<file path="src/rtl/spim_pkg.sv">
package spim_pkg;
  localparam logic [7:0] ADDR_CTRL = 8'h60;
  localparam logic [7:0] ADDR_STAT = 8'h64;
  localparam logic [7:0] ADDR_TXD  = 8'h68;
  localparam logic [7:0] ADDR_RXD  = 8'h6C;
  localparam logic [7:0] ADDR_SSEL = 8'h70;

  localparam int CTRL_W   = 10;
  localparam int CB_LOOP  = 0;
  localparam int CB_EN    = 1;
  localparam int CB_MST   = 2;
  localparam int CB_CPOL  = 3;
  localparam int CB_CPHA  = 4;
  localparam int CB_TXCLR = 5;
  localparam int CB_RXCLR = 6;
  localparam int CB_MANSS = 7;
  localparam int CB_HOLD  = 8;
  localparam int CB_LSB   = 9;

  // bits that are stored; the two FIFO clear bits are strobes only
  localparam logic [CTRL_W-1:0] CTRL_KEEP =
    ~((CTRL_W'(1) << CB_TXCLR) | (CTRL_W'(1) << CB_RXCLR));

  typedef struct packed {
    logic lsb;
    logic hold;
    logic man_ss;
    logic cpha;
    logic cpol;
    logic master;
    logic enable;
    logic loop;
  } spim_cfg_t;
endpackage

</file>
<file path="src/rtl/spim_fifo.sv">
module spim_fifo #(
  parameter int W     = 8,
  parameter int DEPTH = 4
) (
  input  logic         clk,
  input  logic         rst_n,
  input  logic         clr,
  input  logic         push,
  input  logic [W-1:0] wdata,
  input  logic         pop,
  output logic [W-1:0] rdata,
  output logic         empty,
  output logic         full
);
  localparam int AW = (DEPTH > 1) ? $clog2(DEPTH) : 1;
  localparam int CNTW = $clog2(DEPTH + 1);
  localparam logic [AW-1:0]   PTR_TOP = AW'(DEPTH - 1);
  localparam logic [CNTW-1:0] CNT_MAX = CNTW'(DEPTH);

  logic [W-1:0]    mem [DEPTH];
  logic [AW-1:0]   wr_ptr_q, wr_ptr_d, rd_ptr_q, rd_ptr_d;
  logic [CNTW-1:0] cnt_q, cnt_d;
  logic            do_push, do_pop;

  assign empty   = (cnt_q == '0);
  assign full    = (cnt_q == CNT_MAX);
  assign do_push = push && !full;
  assign do_pop  = pop && !empty;
  assign rdata   = mem[rd_ptr_q];

  always_comb begin
    wr_ptr_d = wr_ptr_q;
    rd_ptr_d = rd_ptr_q;
    cnt_d    = cnt_q;
    if (clr) begin
      wr_ptr_d = '0;
      rd_ptr_d = '0;
      cnt_d    = '0;
    end else begin
      if (do_push) wr_ptr_d = (wr_ptr_q == PTR_TOP) ? '0 : wr_ptr_q + 1'b1;
      if (do_pop)  rd_ptr_d = (rd_ptr_q == PTR_TOP) ? '0 : rd_ptr_q + 1'b1;
      case ({do_push, do_pop})
        2'b10:   cnt_d = cnt_q + 1'b1;
        2'b01:   cnt_d = cnt_q - 1'b1;
        default: cnt_d = cnt_q;
      endcase
    end
  end

  always_ff @(posedge clk) begin
    if (do_push && !clr) mem[wr_ptr_q] <= wdata;
  end

  always_ff @(posedge clk or negedge rst_n) begin
    if (!rst_n) begin
      wr_ptr_q <= '0;
      rd_ptr_q <= '0;
      cnt_q    <= '0;
    end else begin
      wr_ptr_q <= wr_ptr_d;
      rd_ptr_q <= rd_ptr_d;
      cnt_q    <= cnt_d;
    end
  end
endmodule

</file>
<file path="src/rtl/spim_shift.sv">
module spim_shift #(
  parameter int W   = 8,
  parameter int DIV = 2
) (
  input  logic         clk,
  input  logic         rst_n,
  input  logic         go,
  input  logic         tx_avail,
  input  logic [W-1:0] tx_word,
  output logic         tx_pop,
  input  logic         cpol,
  input  logic         cpha,
  input  logic         lsb,
  input  logic         loop,
  input  logic         miso,
  output logic         sck,
  output logic         mosi,
  output logic         busy,
  output logic         rx_push,
  output logic [W-1:0] rx_word
);
  localparam int CW = (DIV > 1) ? $clog2(DIV) : 1;
  localparam int EW = $clog2(2 * W);
  localparam logic [CW-1:0] CNT_TOP   = CW'(DIV - 1);
  localparam logic [EW-1:0] EDGE_LAST = EW'(2 * W - 1);

  logic          busy_q, busy_d, phase_q, phase_d;
  logic [CW-1:0] cnt_q, cnt_d;
  logic [EW-1:0] eidx_q, eidx_d;
  logic [W-1:0]  tx_sh_q, tx_sh_d, rx_sh_q, rx_sh_d;
  logic [W-1:0]  tx_rev, rx_next, rx_cap, rx_rev;
  logic          edge_now, last_edge, load, sample_now, shift_now, in_bit;

  // bit reversal for LSB-first order, one wire per bit
  always_comb begin
    for (int i = 0; i < W; i++) begin
      tx_rev[i] = tx_word[W-1-i];
      rx_rev[i] = rx_cap[W-1-i];
    end
  end

  assign edge_now   = busy_q && (cnt_q == CNT_TOP);
  assign last_edge  = edge_now && (eidx_q == EDGE_LAST);
  assign load       = (!busy_q || last_edge) && go && tx_avail;
  // CPHA=0 samples on even edges, CPHA=1 on odd edges
  assign sample_now = edge_now && (eidx_q[0] == cpha);
  assign shift_now  = edge_now && !last_edge && (eidx_q[0] != cpha) && (eidx_q != '0);

  assign mosi    = busy_q ? tx_sh_q[W-1] : 1'b0;
  assign in_bit  = loop ? mosi : miso;
  assign rx_next = {rx_sh_q[W-2:0], in_bit};
  assign rx_cap  = cpha ? rx_next : rx_sh_q;

  assign sck     = cpol ^ phase_q;
  assign busy    = busy_q;
  assign tx_pop  = load;
  assign rx_push = last_edge;
  assign rx_word = lsb ? rx_rev : rx_cap;

  always_comb begin
    busy_d  = busy_q;
    phase_d = phase_q;
    cnt_d   = cnt_q;
    eidx_d  = eidx_q;
    tx_sh_d = tx_sh_q;
    rx_sh_d = rx_sh_q;
    if (busy_q) begin
      cnt_d = edge_now ? '0 : cnt_q + 1'b1;
      if (edge_now) begin
        phase_d = ~phase_q;
        eidx_d  = eidx_q + 1'b1;
      end
      if (shift_now)  tx_sh_d = {tx_sh_q[W-2:0], 1'b0};
      if (sample_now) rx_sh_d = rx_next;
      if (last_edge)  busy_d  = 1'b0;
    end
    if (load) begin
      busy_d  = 1'b1;
      phase_d = 1'b0;
      cnt_d   = '0;
      eidx_d  = '0;
      tx_sh_d = lsb ? tx_rev : tx_word;
      rx_sh_d = '0;
    end
  end

  always_ff @(posedge clk or negedge rst_n) begin
    if (!rst_n) begin
      busy_q  <= 1'b0;
      phase_q <= 1'b0;
      cnt_q   <= '0;
      eidx_q  <= '0;
      tx_sh_q <= '0;
      rx_sh_q <= '0;
    end else begin
      busy_q  <= busy_d;
      phase_q <= phase_d;
      cnt_q   <= cnt_d;
      eidx_q  <= eidx_d;
      tx_sh_q <= tx_sh_d;
      rx_sh_q <= rx_sh_d;
    end
  end
endmodule

</file>
<file path="src/rtl/spim_regs.sv">
module spim_regs
  import spim_pkg::*;
#(
  parameter int W   = 8,
  parameter int NSS = 4
) (
  input  logic           clk,
  input  logic           rst_n,
  input  logic           bus_sel,
  input  logic           bus_wr,
  input  logic [7:0]     bus_addr,
  input  logic [31:0]    bus_wdata,
  output logic [31:0]    bus_rdata,
  input  logic           st_rx_empty,
  input  logic           st_rx_full,
  input  logic           st_tx_done,
  input  logic           st_tx_full,
  input  logic [W-1:0]   rx_head,
  output spim_cfg_t      cfg,
  output logic           tx_push,
  output logic [W-1:0]   tx_wdata,
  output logic           rx_pop,
  output logic           tx_clr,
  output logic           rx_clr,
  output logic [NSS-1:0] ss_q
);
  logic [CTRL_W-1:0] ctrl_q, ctrl_d;
  logic [NSS-1:0]    ss_d;
  logic              ctrl_we, ss_we;

  assign ctrl_we  = bus_sel && bus_wr && (bus_addr == ADDR_CTRL);
  assign ss_we    = bus_sel && bus_wr && (bus_addr == ADDR_SSEL);
  assign tx_push  = bus_sel && bus_wr && (bus_addr == ADDR_TXD);
  assign tx_wdata = bus_wdata[W-1:0];
  assign rx_pop   = bus_sel && !bus_wr && (bus_addr == ADDR_RXD) && !st_rx_empty;
  assign tx_clr   = ctrl_we && bus_wdata[CB_TXCLR];
  assign rx_clr   = ctrl_we && bus_wdata[CB_RXCLR];

  assign ctrl_d = bus_wdata[CTRL_W-1:0] & CTRL_KEEP;
  assign ss_d   = bus_wdata[NSS-1:0];

  assign cfg.loop   = ctrl_q[CB_LOOP];
  assign cfg.enable = ctrl_q[CB_EN];
  assign cfg.master = ctrl_q[CB_MST];
  assign cfg.cpol   = ctrl_q[CB_CPOL];
  assign cfg.cpha   = ctrl_q[CB_CPHA];
  assign cfg.man_ss = ctrl_q[CB_MANSS];
  assign cfg.hold   = ctrl_q[CB_HOLD];
  assign cfg.lsb    = ctrl_q[CB_LSB];

  always_comb begin
    bus_rdata = '0;
    case (bus_addr)
      ADDR_CTRL: bus_rdata = 32'(ctrl_q);
      ADDR_STAT: bus_rdata = {28'd0, st_tx_full, st_tx_done, st_rx_full, st_rx_empty};
      ADDR_RXD:  bus_rdata = 32'(rx_head);
      ADDR_SSEL: bus_rdata = 32'(ss_q);
      default:   bus_rdata = '0;
    endcase
  end

  always_ff @(posedge clk or negedge rst_n) begin
    if (!rst_n) begin
      ctrl_q <= '0;
      ss_q   <= '1;
    end else begin
      if (ctrl_we) ctrl_q <= ctrl_d;
      if (ss_we)   ss_q   <= ss_d;
    end
  end
endmodule

</file>
<file path="src/rtl/spim_core.sv">
module spim_core
  import spim_pkg::*;
#(
  parameter int W     = 8,
  parameter int DEPTH = 4,
  parameter int DIV   = 2,
  parameter int NSS   = 4
) (
  input  logic           clk,
  input  logic           rst_n,
  input  logic           bus_sel,
  input  logic           bus_wr,
  input  logic [7:0]     bus_addr,
  input  logic [31:0]    bus_wdata,
  output logic [31:0]    bus_rdata,
  output logic           sck,
  output logic           mosi,
  input  logic           miso,
  output logic [NSS-1:0] ss_n,
  output logic           evt_tx_done,
  output logic           evt_rx_full,
  output logic           evt_tx_overflow,
  output logic           evt_rx_overrun
);
  logic [1:0]     rst_sync_q;
  logic           rst_int_n;
  spim_cfg_t      cfg;
  logic           tx_push, tx_pop, tx_clr, tx_empty, tx_full;
  logic           rx_push, rx_pop, rx_clr, rx_empty, rx_full;
  logic [W-1:0]   tx_wdata, tx_head, rx_word, rx_head;
  logic [NSS-1:0] ss_q;
  logic           sh_busy, go, tx_done;
  logic           ovf_d, ovr_d, ovf_q, ovr_q;

  // asynchronous assertion, synchronous release
  always_ff @(posedge clk or negedge rst_n) begin
    if (!rst_n) rst_sync_q <= 2'b00;
    else        rst_sync_q <= {rst_sync_q[0], 1'b1};
  end
  assign rst_int_n = rst_sync_q[1];

  assign go      = cfg.enable && cfg.master && !cfg.hold;
  assign tx_done = tx_empty && !sh_busy;

  spim_regs #(.W(W), .NSS(NSS)) u_regs (
    .clk(clk), .rst_n(rst_int_n),
    .bus_sel(bus_sel), .bus_wr(bus_wr), .bus_addr(bus_addr),
    .bus_wdata(bus_wdata), .bus_rdata(bus_rdata),
    .st_rx_empty(rx_empty), .st_rx_full(rx_full),
    .st_tx_done(tx_done), .st_tx_full(tx_full),
    .rx_head(rx_head), .cfg(cfg),
    .tx_push(tx_push), .tx_wdata(tx_wdata), .rx_pop(rx_pop),
    .tx_clr(tx_clr), .rx_clr(rx_clr), .ss_q(ss_q)
  );

  spim_fifo #(.W(W), .DEPTH(DEPTH)) u_txq (
    .clk(clk), .rst_n(rst_int_n), .clr(tx_clr),
    .push(tx_push), .wdata(tx_wdata), .pop(tx_pop),
    .rdata(tx_head), .empty(tx_empty), .full(tx_full)
  );

  spim_fifo #(.W(W), .DEPTH(DEPTH)) u_rxq (
    .clk(clk), .rst_n(rst_int_n), .clr(rx_clr),
    .push(rx_push), .wdata(rx_word), .pop(rx_pop),
    .rdata(rx_head), .empty(rx_empty), .full(rx_full)
  );

  spim_shift #(.W(W), .DIV(DIV)) u_shift (
    .clk(clk), .rst_n(rst_int_n), .go(go),
    .tx_avail(!tx_empty), .tx_word(tx_head), .tx_pop(tx_pop),
    .cpol(cfg.cpol), .cpha(cfg.cpha), .lsb(cfg.lsb), .loop(cfg.loop),
    .miso(miso), .sck(sck), .mosi(mosi), .busy(sh_busy),
    .rx_push(rx_push), .rx_word(rx_word)
  );

  assign ss_n = (cfg.man_ss || sh_busy) ? ss_q : '1;

  assign ovf_d = tx_push && tx_full;
  assign ovr_d = rx_push && rx_full;

  always_ff @(posedge clk or negedge rst_int_n) begin
    if (!rst_int_n) begin
      ovf_q <= 1'b0;
      ovr_q <= 1'b0;
    end else begin
      ovf_q <= ovf_d;
      ovr_q <= ovr_d;
    end
  end

  assign evt_tx_done     = tx_done;
  assign evt_rx_full     = rx_full;
  assign evt_tx_overflow = ovf_q;
  assign evt_rx_overrun  = ovr_q;
endmodule

</file>
<file path="config.mk">
export PLATFORM = sky130hd
export DESIGN_NAME = spim_core
export DESIGN_NICKNAME = d
export VERILOG_FILES = /design/src/rtl/spim_pkg.sv /design/src/rtl/spim_fifo.sv /design/src/rtl/spim_shift.sv /design/src/rtl/spim_regs.sv /design/src/rtl/spim_core.sv
export SDC_FILE = /design/constraint.sdc
export NUM_CORES = 1
export LEC_CHECK = 0
export BUFFER_PORTS_ARGS = -buffer_cell sky130_fd_sc_hd__buf_2
export CAP_MARGIN = 20
export CELL_PAD_IN_SITES_DETAIL_PLACEMENT = 0
export CELL_PAD_IN_SITES_GLOBAL_PLACEMENT = 1
export CORE_UTILIZATION = 50
export DETAILED_ROUTE_END_ITERATION = 12
export PLACE_DENSITY_LB_ADDON = 0.1
export SLEW_MARGIN = 20
export SYNTH_ARGS = -nofsm -noshare
export SYNTH_HDL_FRONTEND = slang
export SYNTH_SLANG_ARGS = --single-unit
</file>
<file path="constraint.sdc">
create_clock -name clk -period 4.1 [get_ports clk]
set_input_delay 0.615 -clock clk [delete_from_list [all_inputs] [get_ports clk]]
set_output_delay 0.615 -clock clk [all_outputs]
set_load 0.05 [all_outputs]
</file>
==> impl_metrics.toml, run 1 <==
[setup_path]
arrival_ns = 2.46
crit_slowest_cell = "nor4_1"
endpoint_kind = "output port"
critPathLaunchType = "flop"
crit_fanout = 9
cpLargestDelayFamily = "simple AND/OR/NAND/NOR gates"
required_ns = 3.48
crit_chain = "nor4_1, mux2i_1, nor2_1, a31oi_1, o22ai_1, buf_2"
worstSetupPathType = "reg -> out"
cp_num_buf_inv = 1
critPathMaxStageDelay_ns = 0.61

[timing]
max_freq_ghz = 0.3257
layout_worst_path_cycle_share_pct = 74.88
final.min_clock_period_ns = 3.070
fin_skew_ns = 0.008027
tns_ns = 0
rsz0062_at_grt = "no"
worstMarginPinSlew_ns = 0.7694
setup_viol = 0
final-max-slew-violation-count = 0
relSlewSlack_pct = 48.24
hold_viol_final = 0

[clock_network]
cts_inserted_buffers = 17
cts_tree = "yes"
h-tree-depth = 4
path_clk_slew_ns = 0.05
clock_sinks = 117
cts_max_path_buffers = 2
cts_setup_buffers = 0
root_buffer = "clkbuf_16"
clock_latency_ns = 0.41

[flow_run]
cap_viol_max_count = 0

[layout]
final_cells = 612
final_cell_mix = "edfxtp_1, dfrtp_1, buf_2, nor2_1, mux2i_1"
nets = 518
drive_above_1_share_pct = 29.66
area_growth_pct = 14.37
antenna_cells = 0
layout_commonest_cell = "edfxtp_1"

[synth]
synthCells = 412
avgSynthCellArea_um2 = 13.84
syn_area_um2 = 5702
synth_fa_ha_area_share_pct = 3.336
synth_simple_gate_area_share_pct = 11.37
synth_cell_types = 55
synth-compound-area-share_pct = 4.126
yosysWarningCount = 0
synthMuxAreaShare_pct = 17.27
synthXorXnorAreaFrac_pct = 1.229
yosysSeqAreaShare_pct = 57.06
ys_ff_latch = 117
synth_top_family_by_area = "multiplexers"

[detailed_routing]
drt_iter0_drc = 189
wire_per_inst_um = 18.73
via_count = 3388
via_per_inst = 5.536
antenna_left = 0
drtPass1Iterations = 4
drc = 0
wl_um = 11460

[floorplanning]
core_um2 = 10980
die_area_um2 = 11830
die_h_um = 108.8
io_pins = 87
start_util_pct = 51.91
row_count = 38
die_w_um = 108.8

[place]
place_hpwl_um = 8184
dp_cells = 579
portBuffers = 42
routabilityCongestion = 0.7704

[global_route]
grt_antenna_before_repair = 0
grt_pass1_vias = 3347
track_usage_pct = 21.95
grt_pass1_wl_um = 18360
grt-ovfl-total = 0
grt_max_degree = 52

[power]
p_seq_share_pct = 44.4
power_switching_share_pct = 21.61
comb_power_share_pct = 5.2
cellPowerDensity_nw_per_um2 = 438.2
vdd_drop_max_v = 0.0003034
p_leak_nw = 2.631
p_sw_mw = 0.6175
clock_power_share_pct = 50.4
p_int_mw = 2.240

[hold_path]
hold_path.class = "reg -> reg"

[outcome]
status = "finished clean"
cells by family (layout without fill, tap and decap cells):
group / count (synthesis) / after routing
flops: 117 / 117
simple gates: 119 / 119
other cells: 2 / 23
xor+xnor: 8 / 8
buf+inv: 54 / 93
fa+ha+maj: 14 / 14
mux: 68 / 68
compound gates: 30 / 30
synthesized netlist by cell type (all sizes together):
cell type   n  area (µm²)
and2       11       70.07
dfrtp      49        1226
edfxtp     64        1922
a21oi       8       40.04
nand3b      1       7.510
o22ai       4       25.02
o311ai      1       8.760
and2b       2       17.52
dfstp       4       105.1
a21o        1       7.510
xor2        4       35.03
nand2b      1       6.260
a31oi       2       12.51
inv        14       52.55
and4b       1       10.01
mux4       22       495.5
nand4       3       18.77
nor2       32       122.6
o21a        1       7.510
and3        4       25.02
ha         12       150.1
or2         7       43.80
nand3       7       35.03
o21ai       1       5.000
nand2      26       100.1
or3b        1       8.760
nor3        3       20.02
nor2b       5       31.28
nand4b      1       8.760
o31ai       2       15.01
nor4        3       18.77
o221a       7       78.83
a211oi      3       35.03
mux2       17       198.9
or3         5       31.28
conb        2       7.510
buf        32       229.0
xnor2       4       35.03
nor3b       6       72.57
clkbuf      8       31.28
fa          2       40.04
mux2i      29       290.3
sequential cells by signal, summed over array words and instances, names as in the netlist, 2 cells and up:
register,cells
rst_sync_q,2
u_regs.ctrl_q,8
u_regs.ss_q,4
u_rxq.cnt_q,3
u_rxq.mem,32
u_rxq.rd_ptr_q,2
u_rxq.wr_ptr_q,2
u_shift.eidx_q,4
u_shift.rx_sh_q,8
u_shift.tx_sh_q,8
u_txq.cnt_q,3
u_txq.mem,32
u_txq.rd_ptr_q,2
u_txq.wr_ptr_q,2
power groups by stage:
stage | Combinational, mW | Clock (mW) | Sequential (mW)
2_1_floorplan | 0.128 | 0 | 1.29
3_3_place_gp | 0.147 | 0 | 1.29
3_5_place_dp | 0.149 | 0 | 1.29
4_1_cts | 0.150 | 1.46 | 1.27
5_1_grt | 0.163 | 1.52 | 1.27
6_report | 0.149 | 1.44 | 1.27
final timing paths:
path / slack [ns] / start / cells past startpoint / endpoint
setup / recovery: 1.03 / u_shift.busy / 6 / bus_rdata[2]
hold / removal: 0.35 / rst_sync_q[0] / 0 / rst_sync_q[1]
setup reg to reg: 1.43 / u_shift.busy / 6 / u_rxq.cnt_q[2]
hold reg to reg: 0.35 / rst_sync_q[0] / 0 / rst_sync_q[1]
max in group asynchronous: 3.27 / rst_sync_q[1] / 1 / u_rxq.rd_ptr_q[0]
min in group asynchronous: 0.37 / rst_sync_q[1] / 1 / u_rxq.wr_ptr_q[0]
routing by layer:
| layer | vias to the layer above | track usage, % | wire length, µm |
|---|---|---|---|
| met5 | - | 0 | 0 |
| met4 | 0 | 8.205 | 125 |
| met3 | 10 | 5.858 | 608 |
| met2 | 87 | 32.73 | 5417 |
| met1 | 1733 | 30.93 | 5313 |
| li1 | 1558 | - | - |
layout make-up:
cell class | instances | area, µm²
fillers | 890 | 4462
well taps | 140 | 175.2
flip-flops and latches | 117 | 3254
clock buffers | 21 | 440.4
inverters | 14 | 52.55
multi-input cells | 262 | 2215
repair buffers | 47 | 250.2
clock inverters | 11 | 133.9
repair_timing:
item / 4_1_cts / 5_1_grt
resized for setup: 0 / 0
hold endpoints to repair: 2 / 0
hold buffers: 1 / 0
per-stage QoR:
step	power (mW)	hold WS, ns	utilization (%)	setup slack (ns)	instance area (µm²)
finish	2.857	0.3519	59.38	1.030	6521
CTS	2.883	0.3597	59.38	1.028	6521
global route	2.947	0.3676	59.38	0.9603	6521
detailed placement	1.438	0.3369	54.06	1.406	5937
floorplan	1.415	0.3194	-	0.2504	5781
global placement	1.436	0.3420	54.06	1.425	5937
No activity file was read; power rests on OpenSTA's default activity.
==> run 2: changes to the inputs <==
Settings changed: ABC_AREA set to 1, CORE_UTILIZATION 50 to 44.
Clock period 4.1 ns to 3.19 ns, I/O delays scaled along.
==> impl_metrics.toml, run 2 <==
[timing]
final.min_clock_period_ns = 2.718
fin_ws_ns = 0.4715
fin_skew_ns = 0.01446
max_freq_ghz = 0.3679
tns_ns = 0
rsz0062_at_grt = "no"
relSlewSlack_pct = 44.99
final-max-slew-violation-count = 0
hold_viol_final = 0
worstMarginPinSlew_ns = 0.8251
setup_viol = 0
layout_worst_path_cycle_share_pct = 85.22

[clock_network]
cts_setup_buffers = 0
path_clk_slew_ns = 0.05
h-tree-depth = 4
cts_max_path_buffers = 2
root_buffer = "clkbuf_16"
cts_hold_buf = 1
cts_resized = 0
cts_tree = "yes"
cts_inserted_buffers = 17
clock_sinks = 117
clock_latency_ns = 0.42

[layout]
seqCellArea_um2 = 3254
nets = 730
fillers = 1199
final_cells = 856
layout_commonest_cell = "nand2_1"
multi_input_area_um2 = 2137
antenna_cells = 0
drive_above_1_share_pct = 16.52
area_growth_pct = 14.95
reg_top3 = "u_rxq.mem x32, u_txq.mem x32"
final_cell_mix = "nand2_1, edfxtp_1, nor2_1, inv_1, o21ai_0"

[power]
power_mw = 3.575
cellPowerDensity_nw_per_um2 = 533.0
vdd_drop_max_v = 0.0004866
p_leak_nw = 3.041

[place]
portBuffers = 42
routabilityCongestion = 0.7958
dp_slack_ns = 0.8655
dp_cells = 823
place_hpwl_um = 8964

[detailed_routing]
drc = 0
antenna_left = 0
wl_um = 12830
via_per_inst = 4.963
drt_iter0_drc = 290
via_count = 4248
drtPass1Iterations = 6
wire_per_inst_um = 14.99

[setup_path]
cp_num_buf_inv = 2
critPathMaxStageDelay_ns = 0.68
required_ns = 2.71
crit_fanout = 18
arrival_ns = 2.24
critPathLaunchType = "flop"
crit_chain = "clkinv_1, nor2_1, buf_2"
cpLargestDelayFamily = "buffers and inverters"
crit_slowest_cell = "dfrtp_1"
worstSetupPathType = "reg -> out"
endpoint_kind = "output port"

[flow_run]
cap_viol_max_count = 0

[floorplanning]
io_pins = 87
die_area_um2 = 13720
die_w_um = 117.2
die_h_um = 117.2
row_count = 41
start_util_pct = 45.68
core_um2 = 12770

[global_route]
grt_antenna_before_repair = 0
grt_max_degree = 35
grt-ovfl-total = 0
grt_pass1_vias = 3983
track_usage_pct = 20.63
grt_pass1_wl_um = 20280

[synth]
yosysTopAreaCellShare_pct = 32.94
yosys-top-cells-count = "nand2_1, edfxtp_1, nor2_1"
ys_ff_latch = 117
async_reset_ff_share_pct = 45.30
synth_top_area_cell = "edfxtp_1"
yosysWarningCount = 0
post-synth-top-count-cell = "nand2_1"
yosysSeqAreaShare_pct = 55.76
yosys-top-cells-area = "edfxtp_1, dfrtp_1, nand2_1, o21ai_0, nand3_1"
synth_cell_types = 41
synth_flop_cell = "edfxtp_1"
synth_edf_count = 64
synthCells = 618
syn_area_um2 = 5834
avgSynthCellArea_um2 = 9.441

[outcome]
status = "finished clean"

[hold_path]
hold_path.class = "in -> reg"
-- run 2: cell count changes in the layout (fill, tap and decap cells not counted), sizes merged, moves of 11 or more --
| cell | previous run | this run |
|---|---|---|
| mux4 | 22 | 0 |
| mux2i | 29 | 0 |
| nand3 | 7 | 56 |
| o21ai | 1 | 57 |
| and2 | 11 | 0 |
| inv | 14 | 67 |
| a21oi | 8 | 22 |
| nand2 | 26 | 131 |
| mux2 | 17 | 5 |
| nor2 | 32 | 67 |
-- run 2: final cells by class --
cell class,instances,area share (%)
well taps,172,3.209
repair buffers,53,4.403
clock buffers,27,7.351
clock inverters,5,0.7276
multi-input cells,412,31.87
inverters,70,3.918
flip-flops and latches,117,48.53
-- run 2: cells by family after synthesis --
kind of cell	count (synthesis)	share of synthesized area, %
other	2	0.1287
xor gates and xnor gates	6	0.9007
muxes	5	1.222
buffers and inverters	110	8.964
AOI/OAI and AO/OA	97	8.986
and+or+nand+nor	267	20.78
DFF	117	55.76
adders and majority gates	14	3.260
-- run 2: worst min-delay path, cell delays in order --
cell     delay [ns]
buf_2          0.08
nor2_1         0.04
a21oi_1        0.09
-- run 2: power breakdown --
group	leakage [nW]	total (mW)	internal [mW]	switching [mW]
sequential	1.21	1.64	1.62	0.0240
combinational	1.56	0.198	0.0453	0.152
clock	0.267	1.74	1.12	0.612
-- run 2: final timing paths --
path	start	endpoint	slack, ns	cells past startpoint
max reg2reg	u_shift.busy	u_rxq.cnt_q[2]	0.85	11
max in group asynchronous	rst_sync_q[1]	u_regs.ss_q[2]	1.97	1
min	bus_wdata[8]	u_regs.ctrl_q[8]	0.31	3
max	u_regs.ctrl_q[9]	bus_rdata[9]	0.47	3
min reg2reg	rst_sync_q[0]	rst_sync_q[1]	0.34	0
min in group asynchronous	rst_sync_q[1]	u_shift.rx_sh_q[7]	0.37	0
-- run 2: stage by stage --
stage,utilization [%],hold WS [ns],cell area [µm²]
2_1_floorplan,-,0.1829,5913
3_3_place_gp,48.18,0.2630,6155
3_5_place_dp,48.18,0.2663,6155
4_1_cts,52.50,0.3109,6706
5_1_grt,52.50,0.3170,6706
6_report,52.50,0.3120,6706
-- run 2: routing by layer --
metal	track usage [%]	part of all wire (%)	vias to the layer above
met5	0	0	-
met1	25.16	44	2014
met3	6.643	4.1	15
li1	-	-	2116
met4	7.848	1.9	0
met2	34.16	50	103
==> run 3: changes to the inputs <==
Settings changed: REMOVE_ABC_BUFFERS set to 1.
==> impl_metrics.toml, run 3 (synthesized netlist as in run 2, its figures left out) <==
[setup_path]
reg2reg_to = "u_txq.cnt_q[2]"
r2r-start = "u_shift.busy"
crit_fanout = 11
r2r_cells = 12
arrival_ns = 2.22
reg2reg_slack_ns = 0.80
required_ns = 2.71
endpoint_kind = "output port"
crit_path_start = "u_rxq.rd_ptr_q[1]"
critPathLaunchType = "flop"
worstSetupEndpoint = "bus_rdata[2]"
worstSetupPathType = "reg -> out"

[clock_network]
cts_tree = "yes"
h-tree-depth = 4
cts_max_path_buffers = 2
root_buffer = "clkbuf_16"
cts_inserted_buffers = 17
cts_resized = 0
path_clk_slew_ns = 0.05
clock_sinks = 117
clock_latency_ns = 0.41

[floorplanning]
die_h_um = 117.2
core_um2 = 12770
io_pins = 87
start_util_pct = 45.68
die_area_um2 = 13720
row_count = 41
die_w_um = 117.2

[detailed_routing]
via_count = 4234
wire_per_inst_um = 14.87
drtPass1Iterations = 4
via_per_inst = 4.958
drc = 0
antenna_left = 0
wl_um = 12700
drt_iter0_drc = 266

[layout]
layout_commonest_cell = "nand2_1"
multi_input_area_um2 = 2137
reg_top3 = "u_rxq.mem x32, u_txq.mem x32"
antenna_cells = 0
fillers = 1184
area_growth_pct = 14.80
final_cell_mix = "nand2_1, edfxtp_1, nor2_1, inv_1, o21ai_0"
drive_above_1_share_pct = 17.01
seqCellArea_um2 = 3254
nets = 729

[place]
place_hpwl_um = 9026
routabilityCongestion = 0.8145
portBuffers = 42

[global_route]
grt_pass1_vias = 3892
grt_pass1_wl_um = 20200
grt_max_degree = 27
track_usage_pct = 20.35
grt_antenna_before_repair = 0
grt-ovfl-total = 0

[power]
comb_power_share_pct = 5.6
p_int_mw = 2.718
p_seq_share_pct = 46.0
power_switching_share_pct = 23.66
cellPowerDensity_nw_per_um2 = 531.7
p_leak_nw = 3.018
p_sw_mw = 0.8427
vdd_drop_max_v = 0.0002918
clock_power_share_pct = 48.5
power_mw = 3.561

[outcome]
status = "finished clean"

[timing]
relSlewSlack_pct = 46.99
hold_viol_final = 0
layout_worst_path_cycle_share_pct = 84.48
max_freq_ghz = 0.3711
fin_skew_ns = 0.008806
final.min_clock_period_ns = 2.695
tns_ns = 0
worstMarginPinSlew_ns = 0.7923
setup_viol = 0
final-max-slew-violation-count = 0
rsz0062_at_grt = "no"

[flow_run]
cap_viol_max_count = 0

[hold_path]
hold_path.class = "reg -> async"
## run 3: power by group through the flow
stage,Sequential (mW),Clock (mW),Combinational [mW]
after detailed placement,1.67,0,0.200
after global placement,1.67,0,0.196
final,1.64,1.73,0.198
after CTS,1.64,1.76,0.201
after global routing,1.64,1.83,0.219
after floorplan,1.67,0,0.136
## run 3: layout make-up
class	count	area share [%]
flip-flops and latches	117	48.59
multi-input cells	412	31.91
clock buffers	18	6.408
repair buffers	52	4.297
inverters	70	3.923
well taps	172	3.213
clock inverters	13	1.663
## run 3: stage by stage
stage	std cells	area (µm²)	setup WS [ns]	hold WS (ns)	util, %
6_report	854	6698	0.4952	0.2712	52.43
5_1_grt	854	6698	0.3077	0.3099	52.43
4_1_cts	854	6698	0.4937	0.3062	52.43
3_5_place_dp	822	6147	0.7909	0.2654	48.12
3_3_place_gp	822	6147	0.8006	0.2642	48.12
2_1_floorplan	599	5653	0.6292	0.1829	-
## run 3: worst max-delay path: stages (launching register included)
cell and delay, ns:
dfrtp_1 0.50, inv_1 0.34, o21ai_0 0.16, o22ai_1 0.27
a22oi_1 0.11, nand3b_1 0.14, buf_2 0.28
## run 3: worst min-delay path by stage
stage,from,to,cells past startpoint
finish,rst_sync_q[1],u_rxq.rd_ptr_q[1],0
global placement,rst_n,rst_sync_q[0],1
CTS,rst_sync_q[1],u_regs.ctrl_q[0],0
detailed placement,rst_n,rst_sync_q[0],1
floorplan,rst_n,rst_sync_q[0],0
global route,bus_wdata[7],u_txq.mem[2][7],1
## run 3: layer usage
metal	vias up	track usage [%]	wire [µm]
li1	2122	-	-
met2	105	30.94	5910
met3	17	4.480	544
met4	0	8.861	244
met1	1990	28.10	6000
met5	-	0	0
## run 3: timing repair
item                      in CTS  in global routing
hold buffers                   1                  0
setup buffers                  0                  0
hold endpoints to repair       2                  0
